===== src/rtl/dram_fpm_pkg.sv =====
package dram_fpm_pkg;

  typedef enum logic [1:0] {
    ST_IDLE = 2'd0,  // row strobes high, precharging
    ST_RCD  = 2'd1,  // row strobes low, row on bus
    ST_CAS  = 2'd2,  // column strobes low
    ST_OPEN = 2'd3   // page open, column strobes high
  } fpm_st_e;

  function automatic int cdiv(input int a, input int b);
    return (a + b - 1) / b;
  endfunction

  function automatic int imax(input int a, input int b);
    return (a > b) ? a : b;
  endfunction

endpackage


===== src/rtl/dram_fpm_ctrl.sv =====
module dram_fpm_ctrl
  import dram_fpm_pkg::*;
#(
  parameter int RP_C     = 3,
  parameter int RCD_C    = 1,
  parameter int CAS_WR_C = 1,
  parameter int CAS_RD_C = 1,
  parameter int RAC_C    = 3,
  parameter int RAS_C    = 3,
  parameter int CP_C     = 1,
  parameter int PAGE_C   = 5000,
  parameter int AGE_LIM  = 4993
) (
  input  logic    clk_i,
  input  logic    rst_ni,
  input  logic    req_valid_i,
  input  logic    req_hit_i,
  input  logic    refresh_i,
  input  logic    cur_wr_i,
  output logic    ready_o,
  output logic    accept_o,
  output logic    sample_o,
  output logic    gnt_o,
  output fpm_st_e st_o
);

  localparam int CNT_MAX = imax(imax(RP_C, RCD_C), imax(imax(CAS_WR_C, CAS_RD_C), CP_C));
  localparam int CNT_W   = $clog2(CNT_MAX + 1);
  localparam int AGE_W   = $clog2(PAGE_C + 1);

  fpm_st_e          st_q, st_d;
  logic [CNT_W-1:0] cnt_q, cnt_d;
  logic [AGE_W-1:0] age_q, age_d;
  logic rp_done, rcd_done, cp_done, cas_done, close_pg;

  always_comb begin
    rp_done  = int'(cnt_q) >= RP_C - 1;
    rcd_done = int'(cnt_q) >= RCD_C - 1;
    cp_done  = int'(cnt_q) >= CP_C - 1;
    cas_done = cur_wr_i ? (int'(cnt_q) >= CAS_WR_C - 1)
                        : (int'(cnt_q) >= CAS_RD_C - 1 && int'(age_q) >= RAC_C - 1);
    ready_o  = !refresh_i &&
               ((st_q == ST_IDLE && rp_done) ||
                (st_q == ST_OPEN && cp_done && req_hit_i && int'(age_q) < AGE_LIM));
    accept_o = req_valid_i && ready_o;
    close_pg = st_q == ST_OPEN && cp_done && int'(age_q) >= RAS_C - 1 &&
               (refresh_i || int'(age_q) >= AGE_LIM || (req_valid_i && !req_hit_i));
    sample_o = st_q == ST_CAS && cas_done && !cur_wr_i;
    gnt_o    = st_q == ST_IDLE && rp_done && refresh_i;

    st_d = st_q;
    unique case (st_q)
      ST_IDLE: if (accept_o) st_d = ST_RCD;
      ST_RCD:  if (rcd_done) st_d = ST_CAS;
      ST_CAS:  if (cas_done) st_d = ST_OPEN;
      ST_OPEN: if (accept_o) st_d = ST_CAS;
               else if (close_pg) st_d = ST_IDLE;
      default: st_d = ST_IDLE;
    endcase

    if (st_d != st_q)      cnt_d = '0;
    else if (cnt_q != '1)  cnt_d = cnt_q + 1'b1;
    else                   cnt_d = cnt_q;

    if (st_q == ST_IDLE)   age_d = '0;
    else if (age_q != '1)  age_d = age_q + 1'b1;
    else                   age_d = age_q;
  end

  always_ff @(posedge clk_i or negedge rst_ni) begin
    if (!rst_ni) begin
      st_q  <= ST_IDLE;
      cnt_q <= '1;  // treat reset as fully precharged
      age_q <= '0;
    end else begin
      st_q  <= st_d;
      cnt_q <= cnt_d;
      age_q <= age_d;
    end
  end

  assign st_o = st_q;

  a_r10_page_age: assert property (@(posedge clk_i) disable iff (!rst_ni)
    (st_q != ST_IDLE) |-> (int'(age_q) < PAGE_C));

  a_r8_ras_min: assert property (@(posedge clk_i) disable iff (!rst_ni)
    (st_q == ST_IDLE && $past(st_q) == ST_OPEN) |-> (int'($past(age_q)) >= RAS_C - 1));

  a_r8_precharge: assert property (@(posedge clk_i) disable iff (!rst_ni)
    (st_q == ST_RCD && $past(st_q) == ST_IDLE) |-> (int'($past(cnt_q)) >= RP_C - 1));

endmodule


===== src/rtl/dram_fpm_pins.sv =====
module dram_fpm_pins
  import dram_fpm_pkg::*;
#(
  parameter int AW     = 11,
  parameter int LANES  = 4,
  parameter int LANE_W = 9,
  localparam int DW    = LANES * LANE_W
) (
  input  logic             clk_i,
  input  logic             rst_ni,
  input  fpm_st_e          st_i,
  input  logic             rank_i,
  input  logic [AW-1:0]    row_i,
  input  logic [AW-1:0]    col_i,
  input  logic             wr_i,
  input  logic [LANES-1:0] lane_i,
  input  logic [DW-1:0]    wdata_i,
  input  logic             sample_i,
  input  logic [DW-1:0]    dq_i,
  output logic [AW-1:0]    addr_o,
  output logic [3:0]       ras_no,
  output logic [LANES-1:0] cas_no,
  output logic             we_no,
  output logic [DW-1:0]    dq_o,
  output logic             dq_oe_o,
  output logic             rd_valid_o,
  output logic [DW-1:0]    rd_data_o
);

  logic          ras_act;
  logic [DW-1:0] rd_mask;

  assign ras_act = st_i != ST_IDLE;
  assign addr_o  = (st_i == ST_CAS || st_i == ST_OPEN) ? col_i : row_i;
  assign we_no   = !(wr_i && ras_act);  // W held low through RCD: early write
  assign dq_oe_o = wr_i && st_i == ST_CAS;
  assign dq_o    = wdata_i;

  // ras_no[2*half + rank]
  for (genvar h = 0; h < 2; h++) begin : g_half
    for (genvar r = 0; r < 2; r++) begin : g_rank
      assign ras_no[2*h+r] = !(ras_act && rank_i == 1'(r));
    end
  end

  for (genvar l = 0; l < LANES; l++) begin : g_lane
    assign cas_no[l] = !(st_i == ST_CAS && lane_i[l]);
    assign rd_mask[l*LANE_W +: LANE_W] = {LANE_W{lane_i[l]}};
  end

  always_ff @(posedge clk_i or negedge rst_ni) begin
    if (!rst_ni) begin
      rd_valid_o <= 1'b0;
      rd_data_o  <= '0;
    end else begin
      rd_valid_o <= sample_i;
      if (sample_i) rd_data_o <= dq_i & rd_mask;
    end
  end

  a_r6_rd_pulse: assert property (@(posedge clk_i) disable iff (!rst_ni)
    rd_valid_o |=> !rd_valid_o);

  a_r2_rank_pair: assert property (@(posedge clk_i) disable iff (!rst_ni)
    ($countones(~ras_no) == 0) || ($countones(~ras_no) == 2 && ras_no[0] == ras_no[2]));

endmodule


===== src/rtl/dram_fpm_seq.sv =====
module dram_fpm_seq
  import dram_fpm_pkg::*;
#(
  parameter int AW           = 11,
  parameter int LANES        = 4,
  parameter int LANE_W       = 9,
  parameter int CLK_NS       = 20,
  parameter int T_RC_NS      = 110,
  parameter int T_RP_NS      = 40,
  parameter int T_RAS_NS     = 60,
  parameter int T_CAS_NS     = 15,
  parameter int T_CP_NS      = 10,
  parameter int T_PC_NS      = 40,
  parameter int T_RCD_NS     = 20,
  parameter int T_CWL_NS     = 15,
  parameter int T_CAC_NS     = 15,
  parameter int T_RAC_NS     = 60,
  parameter int T_PAGE_NS    = 100000,
  localparam int DW          = LANES * LANE_W,
  localparam int ADDR_W      = 2 * AW + 1
) (
  input  logic              clk_i,
  input  logic              rst_ni,
  input  logic              req_valid_i,
  output logic              req_ready_o,
  input  logic              req_write_i,
  input  logic [ADDR_W-1:0] req_addr_i,
  input  logic [LANES-1:0]  req_lane_i,
  input  logic [DW-1:0]     req_wdata_i,
  output logic              rd_valid_o,
  output logic [DW-1:0]     rd_data_o,
  input  logic              refresh_i,
  output logic              refresh_gnt_o,
  output logic [AW-1:0]     dram_addr_o,
  output logic [3:0]        dram_ras_no,
  output logic [LANES-1:0]  dram_cas_no,
  output logic              dram_we_no,
  output logic [DW-1:0]     dram_dq_o,
  output logic              dram_dq_oe_o,
  input  logic [DW-1:0]     dram_dq_i
);

  localparam int RAS_C    = cdiv(T_RAS_NS, CLK_NS);
  localparam int RP_EFF   = imax(cdiv(T_RP_NS, CLK_NS), cdiv(T_RC_NS, CLK_NS) - RAS_C);
  localparam int CAS_C    = cdiv(T_CAS_NS, CLK_NS);
  localparam int CAS_WR_C = imax(CAS_C, cdiv(T_CWL_NS, CLK_NS));
  localparam int CAS_RD_C = imax(CAS_C, cdiv(T_CAC_NS, CLK_NS));
  localparam int CP_EFF   = imax(cdiv(T_CP_NS, CLK_NS), cdiv(T_PC_NS, CLK_NS) - CAS_C);
  localparam int RCD_C    = cdiv(T_RCD_NS, CLK_NS);
  localparam int RAC_C    = cdiv(T_RAC_NS, CLK_NS);
  localparam int PAGE_C   = T_PAGE_NS / CLK_NS;
  localparam int CAS_WC   = imax(imax(CAS_WR_C, CAS_RD_C), RAC_C);
  localparam int AGE_LIM  = PAGE_C - CAS_WC - CP_EFF - 2;

  fpm_st_e          st;
  logic             accept, sample, hit;
  logic             cur_wr_q, open_rank_q;
  logic [AW-1:0]    open_row_q, cur_col_q;
  logic [LANES-1:0] cur_lane_q;
  logic [DW-1:0]    cur_wdata_q;

  assign hit = req_addr_i[ADDR_W-1] == open_rank_q && req_addr_i[AW +: AW] == open_row_q;

  always_ff @(posedge clk_i or negedge rst_ni) begin
    if (!rst_ni) begin
      cur_wr_q    <= 1'b0;
      open_rank_q <= 1'b0;
      open_row_q  <= '0;
      cur_col_q   <= '0;
      cur_lane_q  <= '0;
      cur_wdata_q <= '0;
    end else if (accept) begin
      cur_wr_q    <= req_write_i;
      open_rank_q <= req_addr_i[ADDR_W-1];
      open_row_q  <= req_addr_i[AW +: AW];
      cur_col_q   <= req_addr_i[AW-1:0];
      cur_lane_q  <= req_lane_i;
      cur_wdata_q <= req_wdata_i;
    end
  end

  dram_fpm_ctrl #(
    .RP_C(RP_EFF), .RCD_C(RCD_C), .CAS_WR_C(CAS_WR_C), .CAS_RD_C(CAS_RD_C),
    .RAC_C(RAC_C), .RAS_C(RAS_C), .CP_C(CP_EFF), .PAGE_C(PAGE_C), .AGE_LIM(AGE_LIM)
  ) i_ctrl (
    .clk_i, .rst_ni, .req_valid_i, .req_hit_i(hit), .refresh_i, .cur_wr_i(cur_wr_q),
    .ready_o(req_ready_o), .accept_o(accept), .sample_o(sample), .gnt_o(refresh_gnt_o),
    .st_o(st)
  );

  dram_fpm_pins #(.AW(AW), .LANES(LANES), .LANE_W(LANE_W)) i_pins (
    .clk_i, .rst_ni, .st_i(st), .rank_i(open_rank_q), .row_i(open_row_q),
    .col_i(cur_col_q), .wr_i(cur_wr_q), .lane_i(cur_lane_q), .wdata_i(cur_wdata_q),
    .sample_i(sample), .dq_i(dram_dq_i), .addr_o(dram_addr_o), .ras_no(dram_ras_no),
    .cas_no(dram_cas_no), .we_no(dram_we_no), .dq_o(dram_dq_o), .dq_oe_o(dram_dq_oe_o),
    .rd_valid_o, .rd_data_o
  );

  a_r9_grant_closed: assert property (@(posedge clk_i) disable iff (!rst_ni)
    refresh_gnt_o |-> (&dram_ras_no));

  a_r7_hit_stays_open: assert property (@(posedge clk_i) disable iff (!rst_ni)
    (st == ST_OPEN && accept) |=> (st == ST_CAS && !(&dram_ras_no)));

endmodule


===== config.mk =====
export PLATFORM = sky130hd
export DESIGN_NAME = dram_fpm_seq
export DESIGN_NICKNAME = d
export VERILOG_FILES = /design/src/rtl/dram_fpm_pkg.sv /design/src/rtl/dram_fpm_ctrl.sv /design/src/rtl/dram_fpm_pins.sv /design/src/rtl/dram_fpm_seq.sv
export SDC_FILE = /design/constraint.sdc
export NUM_CORES = 1
export LEC_CHECK = 0
export ABC_AREA = 1
export BUFFER_PORTS_ARGS = -buffer_cell sky130_fd_sc_hd__buf_4
export CAP_MARGIN = 20
export CELL_PAD_IN_SITES_DETAIL_PLACEMENT = 0
export CELL_PAD_IN_SITES_GLOBAL_PLACEMENT = 1
export CORE_ASPECT_RATIO = 0.8
export CORE_MARGIN = 2
export CORE_UTILIZATION = 38
export CTS_BUF_LIST = sky130_fd_sc_hd__clkbuf_4
export CTS_CLUSTER_DIAMETER = 150
export DETAILED_ROUTE_END_ITERATION = 12
export PLACE_DENSITY_LB_ADDON = 0.1
export SYNTH_ARGS = -nofsm -noshare
export SYNTH_HDL_FRONTEND = slang
export SYNTH_SLANG_ARGS = --single-unit

===== constraint.sdc =====
create_clock -name clk_i -period 2.28 [get_ports clk_i]
set_input_delay 0.228 -clock clk_i [delete_from_list [all_inputs] [get_ports clk_i]]
set_output_delay 0.228 -clock clk_i [all_outputs]
set_load 0.1 [all_outputs]

Word-level counts from Yosys, hierarchy flattened. Cells that the tools add are included.

Bits in registers: 118. Output and inout port bits: 96. Word-level logic and storage cells: 76.

Add/subtract/negate cells: 2. Order comparisons: 4. Equal/unequal tests: 8. Multiplexer cells: 11. Bitwise operators: 2. Reduce and logical (&&, ||, !) cells: 38.

Operators by type and width (count): 36-bit bitwise AND (1); 13-bit 2-to-1 mux (2); 1-bit logical AND (20); 13-bit by 1-bit adder with 13-bit output, second input constant (1); 13-bit greater-or-equal comparator, second input constant (1); 13-bit by 2-bit greater-or-equal comparator with 1-bit output, second input constant (1); 13-bit less-than comparator, second input constant (1); 13-bit inequality test, second input constant (1); 2-bit 2-to-1 mux (6); 11-bit == test (1); 11-bit 2-to-1 mux (1); 1-bit zero test (10); 2-bit one-hot mux with 4 select lines (1); 2-bit nonzero test (3); 2-bit == test, second input constant (2); 1-bit logical OR (4); 2-bit by 1-bit adder with 2-bit output, second input constant (1); 2-bit by 1-bit == test with 1-bit output, second input constant (1); 2-bit greater-or-equal comparator, second input constant (1); 2-bit zero test (1); 2-bit inequality test (1); 2-bit inequality test, second input constant (1); 1-bit == test (1); 1-bit 2-to-1 mux (1); 1-bit inverter (1).

Longest topological paths before layout.
Depth after elaboration: 11. Gate-level depth with buffers: 14.

By module. Synthesis repeated with hierarchy kept, for this count alone.

Cells, all modules: 572. Area total of the unflattened synthesis: 5675.4 um^2.

By module, submodules not included: dram_fpm_seq (times used 1, cells an instance 177, area an instance 2603.7 um^2, seq. area each 1601.5 um^2); dram_fpm_pins (times used 1, cells an instance 243, area an instance 1953.1 um^2, seq. area each 925.9 um^2); dram_fpm_ctrl (times used 1, cells an instance 152, area an instance 1118.6 um^2, seq. area each 427.9 um^2).

Worst setup path before layout. OpenSTA, ideal clock, no wires.

Path kind: flip-flop to flip-flop. Start: register cur_wr_q. End: register i_ctrl.cnt_q[0]. Arrival time: 3271 ps. Required time: 2202 ps. Setup slack: -1069 ps. Stages on the path, launching flop included: 9. Buffers on the path: 1. Path through: dfrtp_1 clkbuf_1 inv_1 nor3_1 nor3b_1 nand2_1 nand3_1 nand2_1 nor2_1.

Longest elaborated chain between the ends: 5.

Ends and longest elaborated chain: start: declaration (RTL line dram_fpm_seq.sv:57) `logic cur_wr_q, open_rank_q;`; start signal: assignment (RTL line dram_fpm_seq.sv:73) `cur_wr_q <= req_write_i;`; 1-bit 2-to-1 mux (*) (RTL line dram_fpm_ctrl.sv:40) `cas_done = cur_wr_i ? (int'(cnt_q) >= CAS_WR_C - 1)`; 2-bit 2-to-1 mux (*) (RTL line dram_fpm_ctrl.sv:55) `ST_CAS: if (cas_done) st_d = ST_OPEN;`; 2-bit one-hot mux with 4 select lines (*) (RTL line dram_fpm_ctrl.sv:52) `unique case (st_q)`; 2-bit inequality test (*) (RTL line dram_fpm_ctrl.sv:61) `if (st_d != st_q) cnt_d = '0;`; 2-bit 2-to-1 mux or 2-bit nonzero test (tied branches); end signal: assignment (RTL line dram_fpm_ctrl.sv:77) `cnt_q <= cnt_d;`; end: declaration (RTL line dram_fpm_ctrl.sv:32) `logic [CNT_W-1:0] cnt_q, cnt_d;`.

Every way passes the cells marked *; elsewhere a longest branch is shown, timed or not. A chain may end at the register's enable or synchronous reset.

Final worst setup path.
Start: register i_ctrl.age_q[2]. End: output port req_ready_o.

Longest elaborated chain between the ends: 4.

Ends and longest elaborated chain: start: declaration (RTL line dram_fpm_ctrl.sv:33) `logic [AGE_W-1:0] age_q, age_d;`; start signal: assignment (RTL line dram_fpm_ctrl.sv:78) `age_q <= age_d;`; 13-bit less-than comparator (RTL line dram_fpm_ctrl.sv:44) `(st_q == ST_OPEN && cp_done && req_hit_i && int'(age_q) < AGE_LIM));`; 1-bit logical AND (RTL line dram_fpm_ctrl.sv:44); 1-bit logical OR (RTL line dram_fpm_ctrl.sv:43) `((st_q == ST_IDLE && rp_done) ||`; 1-bit logical AND (RTL line dram_fpm_ctrl.sv:42) `ready_o = !refresh_i &&`; end: declaration (RTL line dram_fpm_seq.sv:25) `output logic req_ready_o,`.

No other way between the ends.

==> summary.txt <==
Drt
  – Vias per std cell: around 4.7
  – Drt pass-1 iters: 4
  – WL/cell: 15.1 um
  – WL final: about 16 mm
  – Drt drc: 0
  – Vias: between 4000 and 5000
  – Antenna violation net count after detailed routing: 0
  – Iteration-0 DRC count of the detailed router: 294

Synth
  – Syn Area/Cell: ~10 sq um
  – Seq/Total Area, Yosys: 54.8%
  – Number of synthesized register bits: approximately 120
  – Top cells by area, synth: dfrtp_1 (54%), mux2_4 (8.9%), nand2_1 (8.3%)
  – Compound-gate portion of the synthesized area: 7.65%
  – Synth cell types: 33
  – Top-area cell type share of the netlist area: 53.8%
  – Primary FF master, synth: dfrtp_1
  – Number of enable flip-flop cells after synthesis: 0
  – XOR/XNOR Fraction of Synth Area: less than 1%
  – Area share of fa/ha/maj cells after synthesis: less than 1%
  – Mux cell area share after synthesis: between 10% and 20%
  – Syn_nets: 644
  – Synth Area in Simple Gates: about 16%
  – Mapped cell area: between 5000 and 6000 sq um
  – Yosys warnings: 0
  – Cells after Synth: around 540
  – Area leader, netlist: dfrtp_1
  – Main combinational cell family by area after synthesis: simple AND/OR/NAND/NOR gates
  – Asr flop ratio synth: 100%

Timing
  – Max Fclk: between 400 and 500 MHz
  – Slew headroom: around 63%
  – Endpoints failing setup: 0
  – Final worst slack: 55.8 ps
  – RSZ-0062 raised after global routing: true
  – Worst-Margin Slew: 555 ps
  – Final Skew: 22.6 ps
  – Final hold violation count: 0
  – Minimum clock period: roughly 2200 ps
  – Tcrit/Tclk final: 97.6%
  – Final slew viol count: 0

Finish
  – Commonest non-fill, non-tap cell in the layout: buf_4
  – Post-route cell area: around 8400 sq um
  – Antenna diodes: 0
  – Layout cells sized above 1: a little under two fifths
  – Post-Layout Cell Count: about 1000
  – Layout net count: ~950
  – Fin util: about three fifths
  – Commonest cells after routing, fill and taps aside: buf_4 (204), nand2_1 (119), dfrtp_1 (115), dlygate4sd3_1 (102), o21ai_0 (60)
  – Area delta synth->final: 55.6%

Floorplanning
  – Core area: about 14000 sq um
  – Initial Utilization: about two fifths
  – Die area: between 15000 and 20000 sq um
  – Ports: 200
  – DIE HEIGHT: ~110 um
  – Die width: 137 um
  – Num rows: 38

Placement
  – Placer congestion estimate: about 0.85
  – Port bufs: 199
  – Placed inst area: slightly above 7000 sq um
  – Place WS: about 170 ps
  – DP HPWL: ~11 mm
  – Placed cells: about 900

Job
  – Max_cap viols: 0

Clock network
  – CTS H-tree lvls: 4
  – Clock root buffer master: clkbuf_4
  – Sinks on Clock Net: between 100 and 150
  – Clock buffer depth: 2
  – CTS buffer count: 17
  – Clk pin slew, worst setup/hold paths: ~110 ps
  – Skew-Pair Late Insertion Delay: just over 500 ps
  – CTS tree: built

Global routing
  – Global Route Usage Sum: a little over a fifth
  – Largest net degree at the start of global routing: 55
  – Overflow after GRT: 0
  – Vias in the first global route: ~5000
  – Initial antenna violation count: 0
  – First-pass GRT wire length: roughly 25 mm

Worst hold path
  – Hold Crit Class: in2reg

Critical path
  – Arr. time, crit path: approximately 2000 ps
  – CP max FO: 4
  – Type of origin of the critical path: flop
  – WS Path Type: reg2out
  – Crit end category: output pin
  – Worst Path Required: 2050 ps

Outcome
  – Status: completed
-- worst paths after layout --
| path | from | to | slack [ps] | depth (start not counted) |
|---|---|---|---|---|
| min in group asynchronous | rst_ni | i_ctrl.age_q[3] | 240 | 2 |
| max in group asynchronous | rst_ni | cur_lane_q[1] | 1290 | 3 |
| setup / recovery | i_ctrl.age_q[2] | req_ready_o | 60 | 7 |
| hold reg to reg | i_ctrl.age_q[11] | i_ctrl.age_q[11] | 510 | 1 |
| hold / removal | req_valid_i | i_ctrl.st_o[1] | 80 | 4 |
| setup reg to reg | i_ctrl.cnt_q[0] | cur_wdata_q[1] | 140 | 8 |
-- registers in the layout, summed over array words and instances (netlist names) --
signal	cells
i_pins.rd_valid_o	1
open_row_q	11
i_pins.rd_data_o	36
open_rank_q	1
cur_wdata_q	36
i_ctrl.age_q	13
cur_wr_q	1
i_ctrl.cnt_q	2
i_ctrl.st_o	2
cur_lane_q	4
cur_col_q	11
-- critical path: stages (launching register included) --
cell and delay, ps:
dfrtp_1 420, inv_1 100, nand4_1 210, nand3_2 120, nand3_1 140, o21ai_4 160
and2_4 170, buf_12 160
-- logic make-up after synthesis --
family / count (synthesis)
and+or+nand+nor: 206
DFF: 118
AOI/OAI and AO/OA: 78
buffers and inverters: 69
muxes: 55
xor gates and xnor gates: 6
adders and majority gates: 4
-- Yosys cell counts, types with 5 or more instances --
library cell	n
nand2_1	119
mux2_2	23
clkbuf_1	15
a21oi_1	9
nor2_1	22
inv_1	38
nand3_1	48
o21ai_0	61
buf_6	5
buf_2	7
nor3_1	6
mux2_4	32
dfrtp_1	116
-- layout make-up --
class                   count  area (sq um)
fillers                  1155          5300
flip-flops and latches    118          2960
repair buffers            314          2680
multi-input cells         349          2180
well taps                 180           225
inverters                  40           150
clock buffers              18           135
clock inverters            11          65.1
-- stage by stage --
stage / TNS (ps) / hold slack (ps)
floorplan: -5110 / -67.6
global placement: 0 / 255
detailed placement: 0 / 260
CTS: -9.24 / 32.1
global route: -485 / 66.1
finish: 0 / 77.3
-- routing by layer --
| layer | up-vias | part of all wire (%) | global-route usage (%) |
|---|---|---|---|
| met5 | - | 0 | 0 |
| met4 | 0 | 2.0 | 8.18 |
| met3 | 19 | 6.6 | 5.97 |
| met2 | 161 | 49 | 34.3 |
| met1 | 2310 | 43 | 26.6 |
| li1 | 2387 | - | - |
-- timing repair --
action                                  CTS  global route
endpoints found under the hold margin   141             0
endpoints found under the setup margin    5             9
buffers inserted                          0             2
hold buffers                            102             0
resized for setup                        11            10
pin swaps                                 1             3
Power is left out: the tool's default activity adds up to more than one toggle a clock period on the data nets, which glitch-free logic cannot reach.
